[src/rtl/tsg_pkg.sv]
package tsg_pkg;

   localparam int MODE_W = 3;
   localparam int CTL_W = 2;
   localparam int CTL_IDLE_BIT = 0;
   localparam int CTL_GO_BIT = 1;

   typedef enum logic [MODE_W-1:0] {
      TM_OFF      = 3'd0,
      TM_EXT_RISE = 3'd1,
      TM_EXT_FALL = 3'd2,
      TM_EXT_BOTH = 3'd3,
      TM_PEN      = 3'd4,
      TM_TIMER    = 3'd5,
      TM_CONT     = 3'd6,
      TM_RSVD     = 3'd7
   } trig_mode_e;

endpackage

[src/rtl/tt_sync_chain.sv]
module tt_sync_chain #(
   parameter int STAGES = 2
) (
   input  logic clk,
   input  logic rst_n,
   input  logic d,
   output logic q
);

   generate
      if (STAGES < 2) begin : g_bad
         $error("tt_sync_chain: STAGES must be at least 2");
      end
   endgenerate

   logic [STAGES-1:0] stage_q;

   always_ff @(posedge clk or negedge rst_n) begin
      if (!rst_n) stage_q <= '0;
      else        stage_q <= {stage_q[STAGES-2:0], d};
   end

   assign q = stage_q[STAGES-1];

endmodule

[src/rtl/tt_edge_det.sv]
module tt_edge_det #(
   parameter int BLANK = 2
) (
   input  logic clk,
   input  logic rst_n,
   input  logic clr,
   input  logic d,
   output logic rise,
   output logic fall
);

   localparam int BW = $clog2(BLANK + 1);

   generate
      if (BLANK < 1) begin : g_bad
         $error("tt_edge_det: BLANK must be at least 1");
      end
   endgenerate

   logic          prev_q;
   logic [BW-1:0] blank_q;
   logic          open_w;

   always_ff @(posedge clk or negedge rst_n) begin
      if (!rst_n) prev_q <= 1'b0;
      else        prev_q <= d;
   end

   always_ff @(posedge clk or negedge rst_n) begin
      if (!rst_n)            blank_q <= '0;
      else if (clr)          blank_q <= BW'(BLANK);
      else if (blank_q != 0) blank_q <= blank_q - 1'b1;
   end

   assign open_w = (blank_q == '0);
   assign rise   = open_w &  d & ~prev_q;
   assign fall   = open_w & ~d &  prev_q;

endmodule

[src/rtl/tt_period_timer.sv]
module tt_period_timer #(
   parameter int PERIOD_W = 16
) (
   input  logic                clk,
   input  logic                rst_n,
   input  logic                clr,
   input  logic                en,
   input  logic [PERIOD_W-1:0] period,
   output logic                tick
);

   logic [PERIOD_W-1:0] cnt_q;
   logic [PERIOD_W-1:0] last_w;
   logic                hit_w;

   assign last_w = (period == '0) ? '0 : period - 1'b1;
   assign hit_w  = (cnt_q >= last_w);

   always_ff @(posedge clk or negedge rst_n) begin
      if (!rst_n)          cnt_q <= '0;
      else if (clr || !en) cnt_q <= '0;
      else if (hit_w)      cnt_q <= '0;
      else                 cnt_q <= cnt_q + 1'b1;
   end

   assign tick = en & hit_w;

endmodule

[src/rtl/touch_trig_gen.sv]
module touch_trig_gen
   import tsg_pkg::*;
#(
   parameter int DATA_W      = 32,
   parameter int MODE_LSB    = 0,
   parameter int PERIOD_LSB  = 16,
   parameter int PERIOD_W    = 16,
   parameter int SYNC_STAGES = 2
) (
   input  logic              clk,
   input  logic              rst_n,
   input  logic              cfg_wr,
   input  logic [DATA_W-1:0] cfg_wdata,
   input  logic              ctl_wr,
   input  logic [CTL_W-1:0]  ctl_wdata,
   input  logic              ext_trig_in,
   input  logic              pen_evt,
   input  logic              conv_busy,
   output logic              start_o
);

   generate
      if (PERIOD_LSB + PERIOD_W > DATA_W) begin : g_bad_period
         $error("touch_trig_gen: period field exceeds control word");
      end
      if (MODE_LSB + MODE_W > PERIOD_LSB) begin : g_bad_mode
         $error("touch_trig_gen: mode field overlaps period field");
      end
   endgenerate

   trig_mode_e          mode_q;
   logic [PERIOD_W-1:0] period_q;
   trig_mode_e          new_mode_w;
   logic                idle_cmd_w;
   logic                go_cmd_w;
   logic                clr_w;
   logic                ext_s_w;
   logic                ext_rise_w;
   logic                ext_fall_w;
   logic                tick_w;
   logic                busy_d_q;
   logic                kick_q;
   logic                cont_fire_w;
   logic                mode_trig_w;

   assign new_mode_w = trig_mode_e'(cfg_wdata[MODE_LSB +: MODE_W]);
   assign idle_cmd_w = ctl_wr & ctl_wdata[CTL_IDLE_BIT];
   assign go_cmd_w   = ctl_wr & ctl_wdata[CTL_GO_BIT] & ~ctl_wdata[CTL_IDLE_BIT];
   assign clr_w      = cfg_wr | idle_cmd_w;

   always_ff @(posedge clk or negedge rst_n) begin
      if (!rst_n) begin
         mode_q   <= TM_OFF;
         period_q <= '0;
      end else if (idle_cmd_w) begin
         mode_q   <= TM_OFF;
         period_q <= '0;
      end else if (cfg_wr) begin
         mode_q   <= new_mode_w;
         period_q <= cfg_wdata[PERIOD_LSB +: PERIOD_W];
      end
   end

   tt_sync_chain #(.STAGES(SYNC_STAGES)) u_sync (
      .clk   (clk),
      .rst_n (rst_n),
      .d     (ext_trig_in),
      .q     (ext_s_w)
   );

   tt_edge_det #(.BLANK(SYNC_STAGES)) u_edge (
      .clk   (clk),
      .rst_n (rst_n),
      .clr   (clr_w),
      .d     (ext_s_w),
      .rise  (ext_rise_w),
      .fall  (ext_fall_w)
   );

   tt_period_timer #(.PERIOD_W(PERIOD_W)) u_timer (
      .clk    (clk),
      .rst_n  (rst_n),
      .clr    (clr_w),
      .en     (mode_q == TM_TIMER),
      .period (period_q),
      .tick   (tick_w)
   );

   assign cont_fire_w = (mode_q == TM_CONT) & ~conv_busy & (busy_d_q | kick_q);

   always_ff @(posedge clk or negedge rst_n) begin
      if (!rst_n) busy_d_q <= 1'b0;
      else        busy_d_q <= conv_busy;
   end

   always_ff @(posedge clk or negedge rst_n) begin
      if (!rst_n)           kick_q <= 1'b0;
      else if (idle_cmd_w)  kick_q <= 1'b0;
      else if (cfg_wr)      kick_q <= (new_mode_w == TM_CONT);
      else if (cont_fire_w) kick_q <= 1'b0;
   end

   always_comb begin
      case (mode_q)
         TM_EXT_RISE: mode_trig_w = ext_rise_w;
         TM_EXT_FALL: mode_trig_w = ext_fall_w;
         TM_EXT_BOTH: mode_trig_w = ext_rise_w | ext_fall_w;
         TM_PEN:      mode_trig_w = pen_evt;
         TM_TIMER:    mode_trig_w = tick_w;
         TM_CONT:     mode_trig_w = cont_fire_w;
         default:     mode_trig_w = 1'b0;
      endcase
   end

   always_ff @(posedge clk or negedge rst_n) begin
      if (!rst_n) start_o <= 1'b0;
      else        start_o <= go_cmd_w | (mode_trig_w & ~clr_w);
   end

endmodule

[config.mk]
export PLATFORM = sky130hd
export DESIGN_NAME = touch_trig_gen
export DESIGN_NICKNAME = d
export VERILOG_FILES = /design/src/rtl/tsg_pkg.sv /design/src/rtl/tt_sync_chain.sv /design/src/rtl/tt_edge_det.sv /design/src/rtl/tt_period_timer.sv /design/src/rtl/touch_trig_gen.sv
export SDC_FILE = /design/constraint.sdc
export NUM_CORES = 1
export LEC_CHECK = 0
export BUFFER_PORTS_ARGS = -buffer_cell sky130_fd_sc_hd__buf_4
export CAP_MARGIN = 20
export CELL_PAD_IN_SITES_DETAIL_PLACEMENT = 0
export CELL_PAD_IN_SITES_GLOBAL_PLACEMENT = 2
export CORE_MARGIN = 8
export CORE_UTILIZATION = 32
export DETAILED_ROUTE_END_ITERATION = 16
export PLACE_DENSITY = 0.84
export SYNTH_ARGS = -nofsm -noshare
export SYNTH_HDL_FRONTEND = slang
export SYNTH_SLANG_ARGS = --single-unit
[constraint.sdc]
create_clock -name clk -period 2.7 [get_ports clk]
set_input_delay 0.54 -clock clk [delete_from_list [all_inputs] [get_ports clk]]
set_output_delay 0.54 -clock clk [all_outputs]
set_load 0.005 [all_outputs]
==> results.md, run 1 <==
- Number of hold violations in the final report: 0
- Post-route setup TNS: -1230 ps
- Drt wl/cell: 13.8 um
- Inserted Clock Buffers: 5
- Violated checks: negative setup slack
- Antenna diode instance count: 0
- Outcome: finished, violations left
- H-Tree Depth: 2
- Via count: 2031
- First drt pass iteration count: 4
- Final worst clock skew: 9.69 ps
- Cell Int Power: 1.24 mW
- Synth-to-Final Area Change: 36.2%
- Biggest cell delay along the critical path: 460 ps
- Power density cells: 493 nW/um2
- Area inside the core boundary: 7690 um2
- CTS Root Buffer Type: sky130_fd_sc_hd__clkbuf_8
- Crit. End Element: flop
- Worst-case reg-to-reg path depth: 10
- Via count of the first global-routing pass: 2156
- Fill cell instance count of the final layout: 768
- Setup crit start kind: flop
- Count of distinct cell types in the synthesized netlist: 43
- Initial antenna violation count: 0
- Number of hold buffers added after CTS: 0
- Share of final-layout standard cells stronger than drive strength 1: 33.0%
- Fraction of registers with async set or reset after synthesis: 100%
- Final Critical Period: 2810 ps
- Number of instances in the synthesized netlist: 252
- Final cell count without fillers: 423
- Number of instances in the placed design: 406
- Worst-case headroom to the max-slew limit: 63.7%
- Critical Path Source: period_q[10]
- Top_reg_cell synth: sky130_fd_sc_hd__dfrtp_1
- DRC errors left: 0
- Setup slack of the critical path after layout: -109 ps
- Total die area: 11000 um2
- Worst Path Max Fanout: 4
- Site Rows: 32
- R2r setup slk: -110 ps
- Final non-filler cell area: 3430 um2
- Total length of routed wires: 5840 um
- Vias/cell: 4.80
- Final slew viol count: 0
- Pin count of the biggest net entering global routing: 44
- Global router's overall resource usage: 11.3%
- Clock latency reported for the late side of the worst-skew pair: 300 ps
- Leakage power figure: 1.59 nW
- Peak supply drop: 0.000230 V
- Clock power frac: 36.0%
- Nets: 381
- Count of flip-flops with a built-in enable after synthesis: 0
- CTS tree: done
- Count of buffers from port buffering: 28
- Final weighted congestion of routability-driven global placement: 0.786
- Reg2Reg Launch Point: period_q[10]
- Chip width: 105 um
- Critical Path End: start_o
- Share of total power in sequential cells: 42.2%
- Final clock period utilization by the worst path: 104%
- Count of maximum capacitance violations: 0
- Share of synthesized area occupied by flip-flops and latches: 42.7%
- First-pass GRT wire length: 10400 um
- Final HPWL DP: 4240 um
- Pin slew with the least headroom to its limit: 545 ps
- Cell type of the slowest stage on the worst timing path: sky130_fd_sc_hd__a2111o_1
- Fraction of power spent switching nets: 26.7%
- Path type of the worst setup path: reg -> reg
- Reported net switching power: 0.452 mW
- Worst slack on hold paths: 213 ps
- Post-detailed-route count of antenna-violating nets: 0
- Dpl cell area: 3050 um2
- Combinational cell fraction of total power: 21.9%
- Arrival time at the worst endpoint: 3000 ps
- End of the worst register-to-register path: start_o
- Clock transition at the registers of the reported paths: 90 ps
- Final setup violation count: 17
- Die Y: 105 um
- Achievable frequency: 356 MHz
- Seq cells post-synth: 43
- Netlist Area Pre-Place: 2520 um2
- Synthesized area divided by synthesized cell count: 10.0 um2
- Yosys Warn Count: 0
- Starting DRT DRC Count: 45
- Ports: 42
- Starting utilization of the core area: 32.8%
- Sequence of cells on the critical path: or3_4, nor3_4, nand4_1, and2_1, ha_1, nand2b_1, a2111o_1, nand4_4, a31oi_4, a311o_1
- Hold crit path type: in -> async
- Buffer levels on the longest clock path: 2
- Post-Synthesis Net Count: 313
- Total congestion overflow: 0
- Required arrival time at the worst endpoint: 2890 ps
- Num Clock Sinks: 43
- Unrepaired setup endpoints after global routing: yes
[sequential cells by signal (all words and copies together), names as in the netlist]
register,cells
mode_q,3
u_edge.prev_q,1
start_o,1
period_q,16
kick_q,1
u_sync.stage_q,2
u_edge.blank_q,2
busy_d_q,1
u_timer.cnt_q,16
[cells in the mapped netlist (2+ instances only)]
master                     count  area, um2
sky130_fd_sc_hd__dfrtp_1      43       1080
sky130_fd_sc_hd__nand2_1      33        124
sky130_fd_sc_hd__nor2_1       28        105
sky130_fd_sc_hd__ha_1         20        250
sky130_fd_sc_hd__a22o_1       18        158
sky130_fd_sc_hd__xor2_1       14        123
sky130_fd_sc_hd__xnor2_1      13        114
sky130_fd_sc_hd__inv_1        11       41.3
sky130_fd_sc_hd__nand3_1       9       45.0
sky130_fd_sc_hd__nor3_1        8       40.0
sky130_fd_sc_hd__a21oi_1       6       30.0
sky130_fd_sc_hd__clkbuf_1      4       15.0
sky130_fd_sc_hd__nand4_1       4       25.0
sky130_fd_sc_hd__nor4_4        3       63.8
sky130_fd_sc_hd__o21ai_0       3       15.0
sky130_fd_sc_hd__a311oi_1      2       17.5
sky130_fd_sc_hd__and2_1        2       12.5
sky130_fd_sc_hd__nand2b_1      2       12.5
sky130_fd_sc_hd__nand3_2       2       20.0
sky130_fd_sc_hd__nand4b_1      2       17.5
sky130_fd_sc_hd__nor4_1        2       12.5
sky130_fd_sc_hd__or3_1         2       12.5
[kinds of logic (layout without fill, tap and decap cells)]
logic type	after synthesis	count (layout)	synth area share [%]
AO/OA/AOI/OAI	40	40	12.3
buffers and inverters	17	85	2.88
AND/OR/NAND/NOR	105	106	22.8
flip-flops	43	43	42.7
XOR/XNOR	27	27	9.38
adder cells (fa/ha/maj)	20	20	9.93
[worst max-delay path: cells and delay by family, from the launching register on]
kind	cells	cell delay, ps
AO/OA/AOI/OAI	3	840
adder cells (fa/ha/maj)	1	260
AND/OR/NAND/NOR	6	1220
flip-flops	1	390
[layout make-up]
type / count / area, um2 / share of cell area [%]
Clock inverter: 3 / 67.6 / 1.97
Tap cell: 102 / 128 / 3.72
Inverter: 11 / 41.3 / 1.20
Clock buffer: 5 / 68.8 / 2.00
Multi-Input combinational cell: 193 / 1540 / 44.9
Sequential cell: 43 / 1080 / 31.3
Timing Repair Buffer: 66 / 510 / 14.9
[placed cells by master (no fill, tap or decap), types with 3 or more instances in the layout]
cell type / n
sky130_fd_sc_hd__clkbuf_8: 5
sky130_fd_sc_hd__nor2_2: 5
sky130_fd_sc_hd__nor2_1: 22
sky130_fd_sc_hd__xor2_1: 14
sky130_fd_sc_hd__xnor2_1: 13
sky130_fd_sc_hd__buf_4: 62
sky130_fd_sc_hd__a22o_1: 18
sky130_fd_sc_hd__nand4_1: 4
sky130_fd_sc_hd__nor4_4: 3
sky130_fd_sc_hd__ha_1: 18
sky130_fd_sc_hd__nand3_1: 8
sky130_fd_sc_hd__nand2_2: 3
sky130_fd_sc_hd__nand2_1: 30
sky130_fd_sc_hd__dfrtp_1: 43
sky130_fd_sc_hd__a21oi_1: 4
sky130_fd_sc_hd__buf_6: 4
sky130_fd_sc_hd__nor3_1: 4
sky130_fd_sc_hd__inv_1: 11
[worst min path at each step]
stage / end / slack [ps] / cells after the start
5_1_grt: u_timer.cnt_q[3] / 270 / 1
4_1_cts: period_q[15] / 240 / 1
6_report: u_timer.cnt_q[2] / 210 / 1
3_5_place_dp: u_sync.stage_q[1] / 340 / 0
3_3_place_gp: u_sync.stage_q[1] / 330 / 0
2_1_floorplan: busy_d_q / 240 / 0
[per-layer routing]
metal	wire, um	track usage, %	share of wire (%)
met1	2790	14.3	48
met2	2760	18.6	47
met3	232	3.19	4.0
met4	57	2.75	0.98
met5	0	0	0
[metrics by stage]
step	util (%)	setup slack (ps)	total power, mW
2_1_floorplan	-	6.80	0.906
3_3_place_gp	39.7	-252	1.04
3_5_place_dp	39.7	-289	1.05
4_1_cts	44.1	-166	1.70
5_1_grt	44.7	-312	1.78
6_report	44.7	-109	1.69
[power by group through the flow]
stage / Sequential, mW / Clock, mW / Combinational [mW]
final: 0.714 / 0.609 / 0.371
after global routing: 0.719 / 0.646 / 0.416
after detailed placement: 0.724 / 0 / 0.327
after floorplan: 0.726 / 0 / 0.181
after CTS: 0.714 / 0.627 / 0.361
after global placement: 0.724 / 0 / 0.321
[what timing repair did]
item	CTS	global route
endpoints found under the hold margin	0	0
gates resized for setup	23	12
setup endpoints to repair	17	17
buffers inserted	7	2
pin swaps	28	11
cloned	1	0
Note: power is estimated with default switching activity, not from simulation.
==> run 2: changes to the inputs <==
- CORE_MARGIN: 8 -> 3
==> run 2 against run 1 <==
The flow still finishes with violations (negative setup slack). Non-clock buffer count is 4 lower. First-iteration DRC count is 36% higher. Global-route usage is 2.4 points higher. Critical path type unchanged. Largest power group unchanged.
==> results.md, run 2 (synthesis results as in run 1) <==
- Outcome: finished, violations left
- Violated checks: negative setup slack
- Total chip power: 1.69 mW (-0.31%)
- GR Layer Usage met2: 23.2% (+4.6 points)
- Dpl cell area: 3030 um2 (-0.61%)
- R2r setup slk: -150 ps (-40 ps)
- Crit. End Element: flop
- Logic depth of the worst setup path including buffers: 13 (+3)
- Synth-to-Final Area Change: 34.1%
- Sequence of cells on the critical path: nor4_4, buf_4, nand3_4, nor4_4, xor2_1, nand2_1, ha_4, nand4_1, nor3_4, a22oi_2, buf_4, a31oi_4, a311o_1
- Post-route setup TNS: -2070 ps (-843 ps)
- Site Rows: 31 (-3.1%)
- Starting DRT DRC Count: 61 (+36%)
- Nets: 377 (-1.0%)
- First drt pass iteration count: 4 (unchanged)
- Most crowded layer after global routing: met2
- Ports: 42 (unchanged)
- Chip width: 94.8 um (-9.5%)
- Via count of the first global-routing pass: 2026 (-6.0%)
- Path type of the worst setup path: reg -> reg
- Most frequent cells in the layout: 59 x sky130_fd_sc_hd__buf_4, 43 x sky130_fd_sc_hd__dfrtp_1, 33 x sky130_fd_sc_hd__nand2_1
- Number of hold violations in the final report: 0 (unchanged)
- Clock latency reported for the late side of the worst-skew pair: 300 ps (about the same)
- Global router's overall resource usage: 13.6% (+2.4 points)
- Total die area: 8980 um2 (-18%)
- Final weighted congestion of routability-driven global placement: 0.788 (+0.33%)
- Top cell family by delay on the critical path: simple AND/OR/NAND/NOR gates
- Buffer levels on the longest clock path: 2 (unchanged)
- Area inside the core boundary: 7450 um2 (-3.1%)
- First-pass GRT wire length: 9580 um (-7.6%)
- Critical path buffer and inverter count: 2 (+2)
- Final Critical Period: 2850 ps (+43.9 ps)
- CTS tree: done
- Share of final-layout standard cells stronger than drive strength 1: 30.6% (-2.4 points)
- Worst Path Max Fanout: 5 (+1)
- Final non-filler cell area: 3380 um2 (-1.5%)
- Post-detailed-route count of antenna-violating nets: 0 (unchanged)
- Final clock period utilization by the worst path: 106% (+1.6 points)
- Worst slack on hold paths: 211 ps (-2.34 ps)
- Number of hold buffers added after CTS: 0 (unchanged)
- Die Y: 94.8 um (-9.5%)
- Commonest non-fill, non-tap cell in the layout: sky130_fd_sc_hd__buf_4
- Arrival time at the worst endpoint: 3100 ps (+100 ps)
- Final worst clock skew: 8.59 ps (-1.11 ps)
- Count of buffers from port buffering: 28 (unchanged)
- Final setup violation count: 17 (unchanged)
- Leakage power figure: 1.56 nW (-1.4%)
- Worst-case reg-to-reg path depth: 13 (+3)
- Total congestion overflow: 0 (unchanged)
- Via count: 2058 (+1.3%)
- Final slew viol count: 0 (unchanged)
- Clock transition at the registers of the reported paths: 90 ps (about the same)
- End of the worst register-to-register path: start_o
- Post-Place Worst Slack: -361 ps (-71.4 ps)
- Setup crit start kind: flop
- Power density cells: 499 nW/um2 (+1.2%)
- Reg2Reg Launch Point: period_q[2]
- Antenna diode instance count: 0 (unchanged)
- Cell type of the slowest stage on the worst timing path: sky130_fd_sc_hd__dfrtp_1
- Drt wl/cell: 13.7 um (-1.0%)
- Achievable frequency: 350 MHz (-1.5%)
- Grt met1 use: 17.6% (+3.4 points)
- Peak supply drop: 0.000215 V (-6.9%)
- Setup slack of the critical path after layout: -153 ps (-43.9 ps)
- Pin count of the biggest net entering global routing: 44 (unchanged)
- Unrepaired setup endpoints after global routing: yes
- Num Clock Sinks: 43 (unchanged)
- CTS Root Buffer Type: sky130_fd_sc_hd__clkbuf_8
- H-Tree Depth: 2 (unchanged)
- Critical Path Source: period_q[2]
- Worst-case headroom to the max-slew limit: 63.5% (-0.19 points)
- Regs by FF count: period_q (16), u_timer.cnt_q (16), mode_q (3)
- M3 GR Usage: 2.79% (-0.41 points)
- Inserted Clock Buffers: 5 (unchanged)
- Final HPWL DP: 4070 um (-4.0%)
- Biggest cell delay along the critical path: 420 ps (-40 ps)
- Count of maximum capacitance violations: 0 (unchanged)
- Pin slew with the least headroom to its limit: 548 ps (+2.86 ps)
- Fill cell instance count of the final layout: 739 (-3.8%)
- Initial antenna violation count: 0 (unchanged)
- Vias/cell: 4.95 (+3.0%)
- Total length of routed wires: 5690 um (-2.6%)
- DRC errors left: 0 (unchanged)
- Starting utilization of the core area: 33.9% (+1.1 points)
- Hold crit path type: in -> async
- Required arrival time at the worst endpoint: 2950 ps (+60 ps)
## run 2: power breakdown
| part | switching (mW) | internal [mW] | leakage (nW) |
|---|---|---|---|
| clock network | 0.246 | 0.369 | 0.0644 |
| logic | 0.175 | 0.184 | 0.935 |
| registers | 0.0347 | 0.679 | 0.563 |
| total | 0.456 | 1.23 | 1.56 |
## run 2: routing by layer
| metal | part of all wire [%] | vias to the layer above |
|---|---|---|
| met1 | 47 | 994 |
| met3 | 3.6 | 5 |
| met4 | 1.1 | 0 |
| met2 | 49 | 32 |
| li1 | - | 1027 |
| met5 | 0 | - |
## run 2: layout make-up
class	instances	area [um2]	share of cell area [%]
Multi-Input combinational cell	193	1530	45.2
Clock buffer	5	68.8	2.04
Sequential cell	43	1080	31.8
Inverter	11	41.3	1.22
Tap cell	99	124	3.66
Timing Repair Buffer	62	477	14.1
Clock inverter	3	67.6	2.00
## run 2: worst reg2reg max path, cell delays in order, from the launching register on
cell,delay [ps]
sky130_fd_sc_hd__dfrtp_1,420
sky130_fd_sc_hd__nor4_4,280
sky130_fd_sc_hd__buf_4,190
sky130_fd_sc_hd__nand3_4,90
sky130_fd_sc_hd__nor4_4,170
sky130_fd_sc_hd__xor2_1,200
sky130_fd_sc_hd__nand2_1,130
sky130_fd_sc_hd__ha_4,290
sky130_fd_sc_hd__nand4_1,180
sky130_fd_sc_hd__nor3_4,270
sky130_fd_sc_hd__a22oi_2,120
sky130_fd_sc_hd__buf_4,160
sky130_fd_sc_hd__a31oi_4,170
sky130_fd_sc_hd__a311o_1,130
## run 2: how the worst max path moves through the flow
stage / end / slack [ps]
detailed placement: start_o / -360
global placement: start_o / -300
global route: start_o / -330
floorplan: start_o / 7
CTS: start_o / -170
finish: start_o / -150
## run 2: timing repair
item                       4_1_cts  5_1_grt
gates cloned                     1        0
setup endpoints to repair       17       17
buffers inserted                 4        3
resized for setup               20        8
pin swaps                       15        8
## run 2: metrics by stage
stage | utilization (%) | std cells
2_1_floorplan | - | 252
3_3_place_gp | 40.7 | 401
3_5_place_dp | 40.7 | 401
4_1_cts | 44.3 | 413
5_1_grt | 45.4 | 416
6_report | 45.4 | 416
==> run 3: changes to the inputs <==
- CORE_UTILIZATION: 32 -> 33
- SYNTH_HIERARCHICAL: default -> 1
==> run 3 against run 2 <==
The run still ends with negative setup slack left. Non-clock buffer count is 11 higher. First-iteration DRC count grew 15%. Fmax shrank 9.9%. Sequential power barely moved. Die area up 4.0%. Setup slack worse by 310 ps. Clock-buffer cell count grew 1. Worst hold slack improved by 33 ps. Synthesized area grew 7.5%.
==> results.md, run 3 <==
- Worst Path Max Fanout: 11 (+6)
- Count of buffers from port buffering: 28 (unchanged)
- DRC errors left: 0 (unchanged)
- Synthesized area divided by synthesized cell count: 10.6 um2 (+5.9%)
- Main combinational cell family by area after synthesis: simple AND/OR/NAND/NOR gates
- Post-Place Worst Slack: -568 ps (-208 ps)
- First-pass GRT wire length: 11200 um (+17%)
- Final slew viol count: 0 (unchanged)
- Chip width: 96.6 um (+2.0%)
- Synth-to-Final Area Change: 35.3%
- Yosys Warn Count: 6 (+6)
- Peak supply drop: 0.000235 V (+9.3%)
- Leading cell types by total area after synthesis: sky130_fd_sc_hd__dfrtp_1 40%, sky130_fd_sc_hd__ha_1 9.2%, sky130_fd_sc_hd__a22o_1 5.5%
- Starting DRT DRC Count: 70 (+15%)
- DRT met1 WL: 3000 um (+13%)
- Final Critical Period: 3170 ps (+315 ps)
- Final setup violation count: 17 (unchanged)
- Final HPWL DP: 4680 um (+15%)
- Global router's overall resource usage: 14.3% (+0.63 points)
- Highest metal used: met4
- Share of final-layout standard cells stronger than drive strength 1: 40.6% (+10 points)
- Ports: 42 (unchanged)
- Post-synthesis simple-gate area fraction: 22.6% (-0.22 points)
- Starting utilization of the core area: 34.6% (+0.70 points)
- Drt wl/cell: 14.7 um (+7.3%)
- Crit. End Element: flop
- Routed length on met3: 182 um (-10%)
- Required arrival time at the worst endpoint: 2870 ps (-80 ps)
- Arrival time at the worst endpoint: 3340 ps (+240 ps)
- Vias/cell: 5.08 (+2.6%)
- Worst-case headroom to the max-slew limit: 62.6% (-0.92 points)
- Pin count of the biggest net entering global routing: 44 (unchanged)
- Leakage power figure: 1.60 nW (+2.4%)
- Final worst clock skew: 6.54 ps (-2.05 ps)
- Setup crit start kind: flop
- Synth top cells by count: 43 x sky130_fd_sc_hd__dfrtp_1, 20 x sky130_fd_sc_hd__ha_1, 18 x sky130_fd_sc_hd__nand2_1
- Total length of routed wires: 6330 um (+11%)
- Clock latency reported for the late side of the worst-skew pair: 290 ps (about the same)
- Post-Synthesis Net Count: 317 (+1.3%)
- Post-detailed-route count of antenna-violating nets: 0 (unchanged)
- Sequence of cells on the critical path: nor4_4, and4b_2, nand2_2, buf_6, nand2_4, ha_4, and2_4, a221oi_4, o221ai_2, o21a_1, mux2_4, a222oi_1, o21ai_1
- Violated checks: negative setup slack
- First drt pass iteration count: 4 (unchanged)
- Outcome: finished, violations left
- Post-synthesis mux area share: 1.15% (+1.2 points)
- WL met2: 3120 um (+13%)
- Regs by FF count: period_q (16), u_timer/cnt_q (16), mode_q (3)
- Final clock period utilization by the worst path: 117% (+12 points)
- Leading cell type by number of instances after synthesis: sky130_fd_sc_hd__dfrtp_1
- Site Rows: 32 (+3.2%)
- Initial antenna violation count: 0 (unchanged)
- Netlist Area Pre-Place: 2710 um2 (+7.5%)
- Buffer levels on the longest clock path: 2 (unchanged)
- Path type of the worst setup path: reg -> reg
- Unrepaired setup endpoints after global routing: yes
- Total die area: 9340 um2 (+4.0%)
- Cell type with the largest total area after synthesis: sky130_fd_sc_hd__dfrtp_1
- Final non-filler cell area: 3670 um2 (+8.5%)
- Pin slew with the least headroom to its limit: 561 ps (+13.8 ps)
- Count of maximum capacitance violations: 0 (unchanged)
- Count of distinct cell types in the synthesized netlist: 59 (+37%)
- Final weighted congestion of routability-driven global placement: 0.822 (+4.2%)
- Critical path buffer and inverter count: 1 (-1)
- Dpl cell area: 3400 um2 (+12%)
- Cell type of the slowest stage on the worst timing path: sky130_fd_sc_hd__dfrtp_1
- Die Y: 96.6 um (+2.0%)
- Number of hold violations in the final report: 0 (unchanged)
- Area inside the core boundary: 7850 um2 (+5.4%)
- Fraction of synthesized cell area taken by the top area cell type: 39.7% (-3.0 points)
- Area fraction in compound gates after synthesis: 16.7% (+4.4 points)
- Achievable frequency: 316 MHz (-9.9%)
- CTS Root Buffer Type: sky130_fd_sc_hd__clkbuf_8
- Hold crit path type: in -> async
- CTS tree: done
- Post-route setup TNS: -6690 ps (-4610 ps)
- Clock transition at the registers of the reported paths: 80 ps (about the same)
- Power density cells: 428 nW/um2 (-14%)
- H-Tree Depth: 2 (unchanged)
- Seq cells post-synth: 43 (unchanged)
- Total chip power: 1.57 mW (-6.9%)
- Top cell family by delay on the critical path: simple AND/OR/NAND/NOR gates
- Biggest cell delay along the critical path: 410 ps (about the same)
- Antenna diode instance count: 0 (unchanged)
- Final design utilization: 46.7% (+1.4 points)
- Nets: 391 (+3.7%)
- Adder-cell share of the synthesized area: 9.23% (-0.70 points)
- Fraction of registers with async set or reset after synthesis: 100% (unchanged)
- Most frequent cells in the layout: 69 x sky130_fd_sc_hd__buf_4, 42 x sky130_fd_sc_hd__dfrtp_1, 18 x sky130_fd_sc_hd__ha_1
- Number of instances in the synthesized netlist: 256 (+1.6%)
- Inserted Clock Buffers: 5 (unchanged)
- Share of synthesized area occupied by flip-flops and latches: 39.7% (-3.0 points)
- Total congestion overflow: 0 (unchanged)
- Commonest non-fill, non-tap cell in the layout: sky130_fd_sc_hd__buf_4
- Top_reg_cell synth: sky130_fd_sc_hd__dfrtp_1
- Count of flip-flops with a built-in enable after synthesis: 0 (unchanged)
- Xor/xnor share of the synthesized area: 7.43% (-2.0 points)
- Num Clock Sinks: 43 (unchanged)
- Via count of the first global-routing pass: 2245 (+11%)
- Via count: 2193 (+6.6%)
- Setup slack of the critical path after layout: -468 ps (-315 ps)
==> run 3: changes by cell type after synthesis, moves of 4 or more <==
cell and change:
sky130_fd_sc_hd__clkbuf_1 -4, sky130_fd_sc_hd__nand2_1 -15, sky130_fd_sc_hd__nor2_1 -18, sky130_fd_sc_hd__nor3_1 +4, sky130_fd_sc_hd__nor3_2 +10, sky130_fd_sc_hd__xnor2_1 +4
sky130_fd_sc_hd__xor2_1 -8
==> run 3: worst register-to-register path, cell delays in order (launching register included) <==
cell and delay (ps):
sky130_fd_sc_hd__dfrtp_1 410, sky130_fd_sc_hd__nor4_4 340, sky130_fd_sc_hd__and4b_2 360, sky130_fd_sc_hd__nand2_2 80
sky130_fd_sc_hd__buf_6 150, sky130_fd_sc_hd__nand2_4 70, sky130_fd_sc_hd__ha_4 210, sky130_fd_sc_hd__and2_4 170
sky130_fd_sc_hd__a221oi_4 260, sky130_fd_sc_hd__o221ai_2 160, sky130_fd_sc_hd__o21a_1 190, sky130_fd_sc_hd__mux2_4 250
sky130_fd_sc_hd__a222oi_1 300, sky130_fd_sc_hd__o21ai_1 90
==> run 3: final timing paths <==
path / from / end / slack, ps / cells past startpoint
setup / recovery: period_q[2] / start_o / -470 / 13
hold / removal: rst_n / kick_q / 240 / 1
setup reg to reg: period_q[2] / start_o / -470 / 13
hold reg to reg: u_sync/stage_q[0] / u_sync/stage_q[1] / 360 / 0
max in group asynchronous: rst_n / period_q[0] / 2050 / 1
min in group clk: u_sync/stage_q[0] / u_sync/stage_q[1] / 360 / 0
==> run 3: per-stage QoR <==
| step | hold slack (ps) | instances |
|---|---|---|
| finish | 244 | 432 |
| global route | 264 | 432 |
| CTS | 255 | 430 |
| detailed placement | 341 | 420 |
| global placement | 339 | 420 |
| floorplan | 244 | 256 |
==> run 3: per-layer routing <==
metal / vias up / track usage (%)
li1: 1095 / -
met2: 27 / 23.7
met3: 5 / 2.88
met4: 0 / 2.59
met5: - / 0
met1: 1066 / 19.5
==> run 3: cell families after synthesis <==
logic type | after synthesis
and+or+nand+nor | 97
AOI/OAI and AO/OA | 51
DFF | 43
xor gates and xnor gates | 23
adders and majority gates | 20
buffers and inverters | 19
muxes | 3
==> run 3: power breakdown <==
group | switching [mW] | internal [mW]
clock network | 0.214 | 0.201
registers | 0.0345 | 0.679
logic | 0.207 | 0.235
==> run 3: layout make-up <==
type	instances	area, um2
Tap cell	102	128
Sequential cell	43	1080
Fill cell	774	4180
Clock inverter	1	5.00
Clock buffer	6	82.6
Multi-Input combinational cell	194	1730
Timing Repair Buffer	73	594
Inverter	13	48.8
==> run 3: repair_timing <==
| item | in CTS | in global routing |
|---|---|---|
| pin swaps | 18 | 8 |
| buffers inserted | 3 | 1 |
| endpoints found under the setup margin | 17 | 17 |
| hold buffers | 0 | 0 |
| gates cloned | 0 | 1 |
| gates resized for setup | 19 | 5 |
| hold endpoints to repair | 0 | 0 |
